### src/rtl/pat_pkg.sv
package pat_pkg;

    typedef enum logic [1:0] {
        LM_INPUT  = 2'b00,
        LM_STATIC = 2'b01,
        LM_WAVE   = 2'b10,
        LM_RSVD   = 2'b11
    } line_mode_e;

    typedef enum logic [1:0] {
        ST_IDLE   = 2'b00,
        ST_STREAM = 2'b01,
        ST_REPLAY = 2'b10
    } eng_state_e;

    // returns {output enable, output value}
    function automatic logic [1:0] line_drive(input line_mode_e m,
                                              input logic st,
                                              input logic wv);
        logic [1:0] r;
        unique case (m)
            LM_STATIC: r = {1'b1, st};
            LM_WAVE:   r = {1'b1, wv};
            default:   r = 2'b00;
        endcase
        return r;
    endfunction

endpackage

### src/rtl/pat_clk_strobe.sv
module pat_clk_strobe #(
    parameter int NUM_INT = 5,
    parameter int SELW    = $clog2(NUM_INT + 1)
) (
    input  logic               clk,
    input  logic               rst_n,
    input  logic [NUM_INT-1:0] int_clks,
    input  logic               ext_clk,
    input  logic [SELW-1:0]    clk_sel,
    input  logic               falling_sel,
    output logic               strobe
);

    logic       src;
    logic [2:0] sh;

    always_comb begin
        src = ext_clk;
        for (int i = 0; i < NUM_INT; i++) begin
            if (clk_sel == SELW'(i)) begin
                src = int_clks[i];
            end
        end
    end

    always_ff @(posedge clk or negedge rst_n) begin
        if (!rst_n) begin
            sh <= '0;
        end else begin
            sh <= {sh[1:0], src};
        end
    end

    assign strobe = falling_sel ? (sh[2] & ~sh[1]) : (~sh[2] & sh[1]);

endmodule

### src/rtl/pat_fifo.sv
module pat_fifo #(
    parameter int WIDTH = 8,
    parameter int DEPTH = 16,
    parameter int AW    = (DEPTH > 1) ? $clog2(DEPTH) : 1,
    parameter int CW    = $clog2(DEPTH + 1)
) (
    input  logic             clk,
    input  logic             rst_n,
    input  logic             push,
    input  logic [WIDTH-1:0] wr_data,
    input  logic             pop,
    input  logic             rp_load,
    input  logic             rp_adv,
    input  logic             replay_sel,
    output logic [WIDTH-1:0] head_data,
    output logic [CW-1:0]    count,
    output logic             full,
    output logic             empty
);

    logic [WIDTH-1:0] mem [DEPTH];
    logic [AW-1:0]    wr_ptr, rd_ptr, rp;
    logic [CW-1:0]    k;
    logic             push_ok;

    function automatic logic [AW-1:0] nxt(input logic [AW-1:0] p);
        return (p == AW'(DEPTH - 1)) ? '0 : p + 1'b1;
    endfunction

    assign full    = (count == CW'(DEPTH));
    assign empty   = (count == '0);
    assign push_ok = push & ~full;

    always_ff @(posedge clk) begin
        if (push_ok) begin
            mem[wr_ptr] <= wr_data;
        end
    end

    always_ff @(posedge clk or negedge rst_n) begin
        if (!rst_n) begin
            wr_ptr <= '0;
            rd_ptr <= '0;
            count  <= '0;
        end else begin
            if (push_ok) begin
                wr_ptr <= nxt(wr_ptr);
            end
            if (pop) begin
                rd_ptr <= nxt(rd_ptr);
            end
            unique case ({push_ok, pop})
                2'b10:   count <= count + 1'b1;
                2'b01:   count <= count - 1'b1;
                default: count <= count;
            endcase
        end
    end

    always_ff @(posedge clk or negedge rst_n) begin
        if (!rst_n) begin
            rp <= '0;
            k  <= '0;
        end else if (rp_load) begin
            rp <= rd_ptr;
            k  <= '0;
        end else if (rp_adv) begin
            if (k == count - CW'(1)) begin
                rp <= rd_ptr;
                k  <= '0;
            end else begin
                rp <= nxt(rp);
                k  <= k + 1'b1;
            end
        end
    end

    assign head_data = replay_sel ? mem[rp] : mem[rd_ptr];

endmodule

### src/rtl/pat_ctrl.sv
module pat_ctrl
    import pat_pkg::*;
(
    input  logic       clk,
    input  logic       rst_n,
    input  logic       run,
    input  logic       retransmit,
    input  logic       strobe,
    input  logic       empty,
    input  logic       uf_clr,
    output logic       pop,
    output logic       rp_load,
    output logic       rp_adv,
    output logic       load_sample,
    output logic       replay_act,
    output logic       underflow,
    output eng_state_e state
);

    eng_state_e state_nx;
    logic       uf_set;

    always_ff @(posedge clk or negedge rst_n) begin
        if (!rst_n) begin
            state <= ST_IDLE;
        end else begin
            state <= state_nx;
        end
    end

    always_comb begin
        state_nx = state;
        unique case (state)
            ST_IDLE: begin
                if (run && !retransmit) begin
                    state_nx = ST_STREAM;
                end else if (run && retransmit && !empty) begin
                    state_nx = ST_REPLAY;
                end
            end
            ST_STREAM: if (!run) state_nx = ST_IDLE;
            ST_REPLAY: if (!run) state_nx = ST_IDLE;
            default:   state_nx = ST_IDLE;
        endcase
    end

    always_comb begin
        pop         = 1'b0;
        rp_load     = 1'b0;
        rp_adv      = 1'b0;
        load_sample = 1'b0;
        uf_set      = 1'b0;
        replay_act  = 1'b0;
        unique case (state)
            ST_IDLE: begin
                rp_load = run && retransmit && !empty;
            end
            ST_STREAM: begin
                if (run && strobe) begin
                    pop         = !empty;
                    load_sample = !empty;
                    uf_set      = empty;
                end
            end
            ST_REPLAY: begin
                replay_act  = 1'b1;
                rp_adv      = run && strobe;
                load_sample = run && strobe;
            end
            default: ;
        endcase
    end

    always_ff @(posedge clk or negedge rst_n) begin
        if (!rst_n) begin
            underflow <= 1'b0;
        end else if (uf_set) begin
            underflow <= 1'b1;
        end else if (uf_clr) begin
            underflow <= 1'b0;
        end
    end

endmodule

### src/rtl/pat_pins.sv
module pat_pins
    import pat_pkg::*;
#(
    parameter int WIDTH = 8
) (
    input  logic               clk,
    input  logic               rst_n,
    input  logic               load,
    input  logic [WIDTH-1:0]   sample,
    input  logic [2*WIDTH-1:0] line_cfg,
    input  logic [WIDTH-1:0]   static_data,
    output logic [WIDTH-1:0]   dio_out,
    output logic [WIDTH-1:0]   dio_oe
);

    logic [WIDTH-1:0] wave_q;

    always_ff @(posedge clk or negedge rst_n) begin
        if (!rst_n) begin
            wave_q <= '0;
        end else if (load) begin
            wave_q <= sample;
        end
    end

    for (genvar i = 0; i < WIDTH; i++) begin : g_line
        assign {dio_oe[i], dio_out[i]} =
            line_drive(line_mode_e'(line_cfg[2*i +: 2]), static_data[i], wave_q[i]);
    end

endmodule

### src/rtl/pattern_out_engine.sv
module pattern_out_engine
    import pat_pkg::*;
#(
    parameter int WIDTH       = 8,
    parameter int DEPTH       = 16,
    parameter int NUM_INT_CLK = 5,
    localparam int CW         = $clog2(DEPTH + 1),
    localparam int SELW       = $clog2(NUM_INT_CLK + 1)
) (
    input  logic                   clk,
    input  logic                   rst_n,
    input  logic                   wr_en,
    input  logic [WIDTH-1:0]       wr_data,
    output logic                   fifo_full,
    output logic                   fifo_empty,
    output logic [CW-1:0]          fifo_count,
    input  logic [NUM_INT_CLK-1:0] int_clks,
    input  logic                   ext_clk,
    input  logic [SELW-1:0]        clk_sel,
    input  logic                   falling_sel,
    input  logic                   run,
    input  logic                   retransmit,
    input  logic [2*WIDTH-1:0]     line_cfg,
    input  logic [WIDTH-1:0]       static_data,
    output logic                   underflow,
    input  logic                   underflow_clr,
    output logic [WIDTH-1:0]       dio_out,
    output logic [WIDTH-1:0]       dio_oe
);

    logic             strobe;
    logic             pop, rp_load, rp_adv, load_sample, replay_act;
    logic [WIDTH-1:0] head_data;
    eng_state_e       eng_state;

    pat_clk_strobe #(
        .NUM_INT (NUM_INT_CLK),
        .SELW    (SELW)
    ) u_strobe (
        .clk         (clk),
        .rst_n       (rst_n),
        .int_clks    (int_clks),
        .ext_clk     (ext_clk),
        .clk_sel     (clk_sel),
        .falling_sel (falling_sel),
        .strobe      (strobe)
    );

    pat_fifo #(
        .WIDTH (WIDTH),
        .DEPTH (DEPTH)
    ) u_fifo (
        .clk        (clk),
        .rst_n      (rst_n),
        .push       (wr_en & ~replay_act),
        .wr_data    (wr_data),
        .pop        (pop),
        .rp_load    (rp_load),
        .rp_adv     (rp_adv),
        .replay_sel (replay_act),
        .head_data  (head_data),
        .count      (fifo_count),
        .full       (fifo_full),
        .empty      (fifo_empty)
    );

    pat_ctrl u_ctrl (
        .clk         (clk),
        .rst_n       (rst_n),
        .run         (run),
        .retransmit  (retransmit),
        .strobe      (strobe),
        .empty       (fifo_empty),
        .uf_clr      (underflow_clr),
        .pop         (pop),
        .rp_load     (rp_load),
        .rp_adv      (rp_adv),
        .load_sample (load_sample),
        .replay_act  (replay_act),
        .underflow   (underflow),
        .state       (eng_state)
    );

    pat_pins #(
        .WIDTH (WIDTH)
    ) u_pins (
        .clk         (clk),
        .rst_n       (rst_n),
        .load        (load_sample),
        .sample      (head_data),
        .line_cfg    (line_cfg),
        .static_data (static_data),
        .dio_out     (dio_out),
        .dio_oe      (dio_oe)
    );

endmodule

### config.mk
export PLATFORM = sky130hd
export DESIGN_NAME = pattern_out_engine
export DESIGN_NICKNAME = d
export VERILOG_FILES = /design/src/rtl/pat_pkg.sv /design/src/rtl/pat_clk_strobe.sv /design/src/rtl/pat_fifo.sv /design/src/rtl/pat_ctrl.sv /design/src/rtl/pat_pins.sv /design/src/rtl/pattern_out_engine.sv
export SDC_FILE = /design/constraint.sdc
export NUM_CORES = 1
export LEC_CHECK = 0
export BUFFER_PORTS_ARGS = -buffer_cell sky130_fd_sc_hd__buf_2
export CAP_MARGIN = 20
export CORE_MARGIN = 3
export CORE_UTILIZATION = 50
export DETAILED_ROUTE_END_ITERATION = 10
export PLACE_DENSITY_LB_ADDON = 0.3
export REMOVE_ABC_BUFFERS = 1
export SLEW_MARGIN = 30
export SYNTH_ARGS = -nofsm -noshare
export SYNTH_HDL_FRONTEND = slang
export SYNTH_HIERARCHICAL = 1
export SYNTH_SLANG_ARGS = --single-unit
### constraint.sdc
create_clock -name clk -period 5 [get_ports clk]
set_input_delay 1 -clock clk [delete_from_list [all_inputs] [get_ports clk]]
set_output_delay 1 -clock clk [all_outputs]
set_load 0.1 [all_outputs]
==> results.toml <==
[worst_hold_path]
hold_path_class = "flip-flop to flip-flop"
hold_end = "u_strobe/sh[1]"
hold_path_depth = 0
hold_start = "u_strobe/sh[0]"

[grt]
antenna_found_initial = 0
gr-total-overflow = 0
grt_pass1_vias = 5191
track_usage = 0.215
grt_max_degree = 37
grt_pass1_wl_mm = 29.3

[critical_path]
end_kind = "output port"
crit_type = "flip-flop to output port"
cp_max_fo = 7
worst_r2r_endpoint = "u_pins/wave_q[7]"
r2r-start = "u_fifo/rd_ptr[0]"
reg2reg_slack_ps = 2000
critPathLaunchType = "flip-flop"
cp_data_required_time_ps = 4000
reg2regPathDepth = 6
arrival_ps = 2460

[pwr]
power.density_nw_per_um2 = 561
leakage_nw = 3.55
ir_worst_vdd_v = 0.000292

[floorplanning]
die_w_um = 136
core_area_um2 = 16200
std_cell_rows = 46
die_area_um2 = 18400
start_util = 0.519
num_io_pins = 72
fp.dieH_um = 136

[logic_synthesis]
synthAdderAreaFrac = 0.0433
ys_seq_elements = 164
synthCells = 542
synthesis.area_um2 = 8390
ys_seq_area_frac = 0.566
synth_warnings = 6
synth_compound_area_frac = 0.0616
synth_edf_count = 128
synth_area_per_cell_um2 = 15.5
synth_top_family_by_area = "multiplexers"
synthSimpleGateAreaFrac = 0.0650
ys_types = 51
synth_mux_area_frac = 0.213
ys.flop_type = "edfxtp_1"
synthXorXnorAreaFrac = 0.0136
synth-async-reset-ratio = 0.220

[run]
max-cap-violations = 0

[layout]
diodes = 0
final_cell_area_um2 = 9510
drive_gt1_frac = 0.324
nets = 688
nFillCells = 1197
synthToLayoutAreaGrowth_pct = 13.4
regArea_um2 = 4750
multi_input_area_um2 = 3320

[timing]
fmax_mhz = 289
post-route-period-util = 0.691
slew_headroom = 0.348
setup_violations = 0
tightest_slew_ps = 976
slew_viol_final = 0
period_needed_ps = 3460
clock_skew_ps = 4.10
finalHoldViolations = 0
rsz0062_at_grt = "no"
final.setup.tns_ps = 0
holdWs_ps = 355

[status]
outcome = "complete, no violations"

[clock_network]
clkLatencyLatePin_ps = 430
clk_pin_slew_ps = 60
postCtsSetupRepairBufs = 0
htree_levels = 4
clock_path_buffers = 2
cts_tree = "built"
clkSinkCount = 164
cts_hold_buf = 0
numCtsBuffers = 17
cts_resized = 0
root_buffer = "clkbuf_16"

[routing]
ant_nets = 0
drc_errors = 0
drtPass1Iterations = 5
routed_wl_mm = 18.9
wl_per_cell_um = 22.5
drt-vias-per-instance = 6.20
dr_total_vias = 5206
drt_iter0_markers = 584

[place]
hpwl_mm = 12.8
globalplace.congestion = 0.839
dpl-instance-area_um2 = 8940
port_buffers = 71
-- worst max-delay path: stages (launching register included) --
cell	delay, ps
dfrtp_1	480
inv_1	90
ha_1	260
nor3b_4	320
nor2b_1	370
buf_2	500
-- state kept, by name, summed over array words and instances, names as in the netlist --
register and cells:
u_ctrl/underflow 1, u_fifo/rp 4, u_pins/wave_q 8, u_fifo/k 5, u_fifo/mem 128, u_strobe/sh 3, u_ctrl/state 2, u_fifo/rd_ptr 4
u_fifo/count 5, u_fifo/wr_ptr 4
-- logic make-up after synthesis --
| group | Yosys count |
|---|---|
| flip-flops | 164 |
| AND/OR/NAND/NOR | 104 |
| multiplexers | 83 |
| AO/OA/AOI/OAI | 76 |
| buffers and inverters | 73 |
| adder cells (fa/ha/maj) | 29 |
| XOR/XNOR | 13 |
-- per-layer routing --
metal  routed length [um]  global-route usage
met3                 1580              0.0368
met1                 7900               0.302
met5                    0                   0
met2                 9170               0.347
met4                  231              0.0683
-- metrics by stage --
step	utilization	setup slack (ps)	instances	power (mW)
3_3_place_gp	0.552	2060	808	3.99
3_5_place_dp	0.553	1990	808	4.07
2_1_floorplan	-	692	510	3.55
5_1_grt	0.588	1420	840	5.61
6_report	0.588	1540	840	5.34
4_1_cts	0.588	1520	840	5.36
-- area by class of cell --
cell class	instances	share of cell area
Sequential cell	164	0.500
Multi-Input combinational cell	305	0.350
Timing Repair Buffer	82	0.0463
Clock buffer	18	0.0451
Tap cell	216	0.0284
Inverter	41	0.0162
Clock inverter	14	0.0149
-- Yosys cell counts (2+ instances only) --
cell      number  share of area
nor4_1         4         0.0030
nand3_1       16         0.0095
buf_1          6         0.0027
inv_1         41          0.018
o21ai_1        3         0.0018
dfrtp_1       36           0.11
and2_1         7         0.0052
nor3_1         4         0.0024
and3_1         3         0.0022
nand4_1        2         0.0015
nor2b_1        8         0.0060
a21oi_1       11         0.0066
nor2_1        34          0.015
nand2_1       13         0.0058
buf_6          4         0.0054
clkbuf_1      13         0.0058
o22a_1         2         0.0021
xor2_1         5         0.0052
ha_1          29          0.043
mux2_4         8          0.014
nand2b_1       3         0.0022
nand3b_1       3         0.0027
mux4_2        73           0.20
o21ai_0        9         0.0054
a22oi_1       25          0.022
edfxtp_1     128           0.46
buf_2          8         0.0048
a31oi_1       14          0.010
xnor2_1        8         0.0084
-- worst max-delay path by stage --
stage	from	endpoint	slack [ps]	depth (start not counted)
after floorplan	u_fifo/count[0]	u_fifo/count[4]	690	11
after global placement	line_cfg[0]	dio_out[0]	2060	5
after detailed placement	u_fifo/count[0]	fifo_empty	1990	5
after CTS	u_fifo/count[0]	fifo_empty	1520	5
after global routing	u_fifo/count[0]	fifo_empty	1420	5
final	u_fifo/count[0]	fifo_empty	1540	5
-- power by group --
part           switching (mW)  leakage, nW  internal (mW)
Clock                   0.566        0.284          0.702
Sequential              0.433         1.60           1.68
Combinational            1.00         1.66          0.955
Total                    2.00         3.55           3.34
-- cells in the final DEF (no fill, tap or decap), types with 9 or more instances in the layout --
cell type / count
mux4_2: 73
inv_1: 41
buf_2: 70
nand2_1: 13
a21oi_1: 11
a31oi_1: 14
nor2_1: 34
buf_4: 12
dfrtp_1: 33
a22oi_1: 25
ha_1: 29
clkbuf_16: 17
edfxtp_1: 128
nand3_1: 16
o21ai_0: 9
Power figures use the tool's default switching activity.
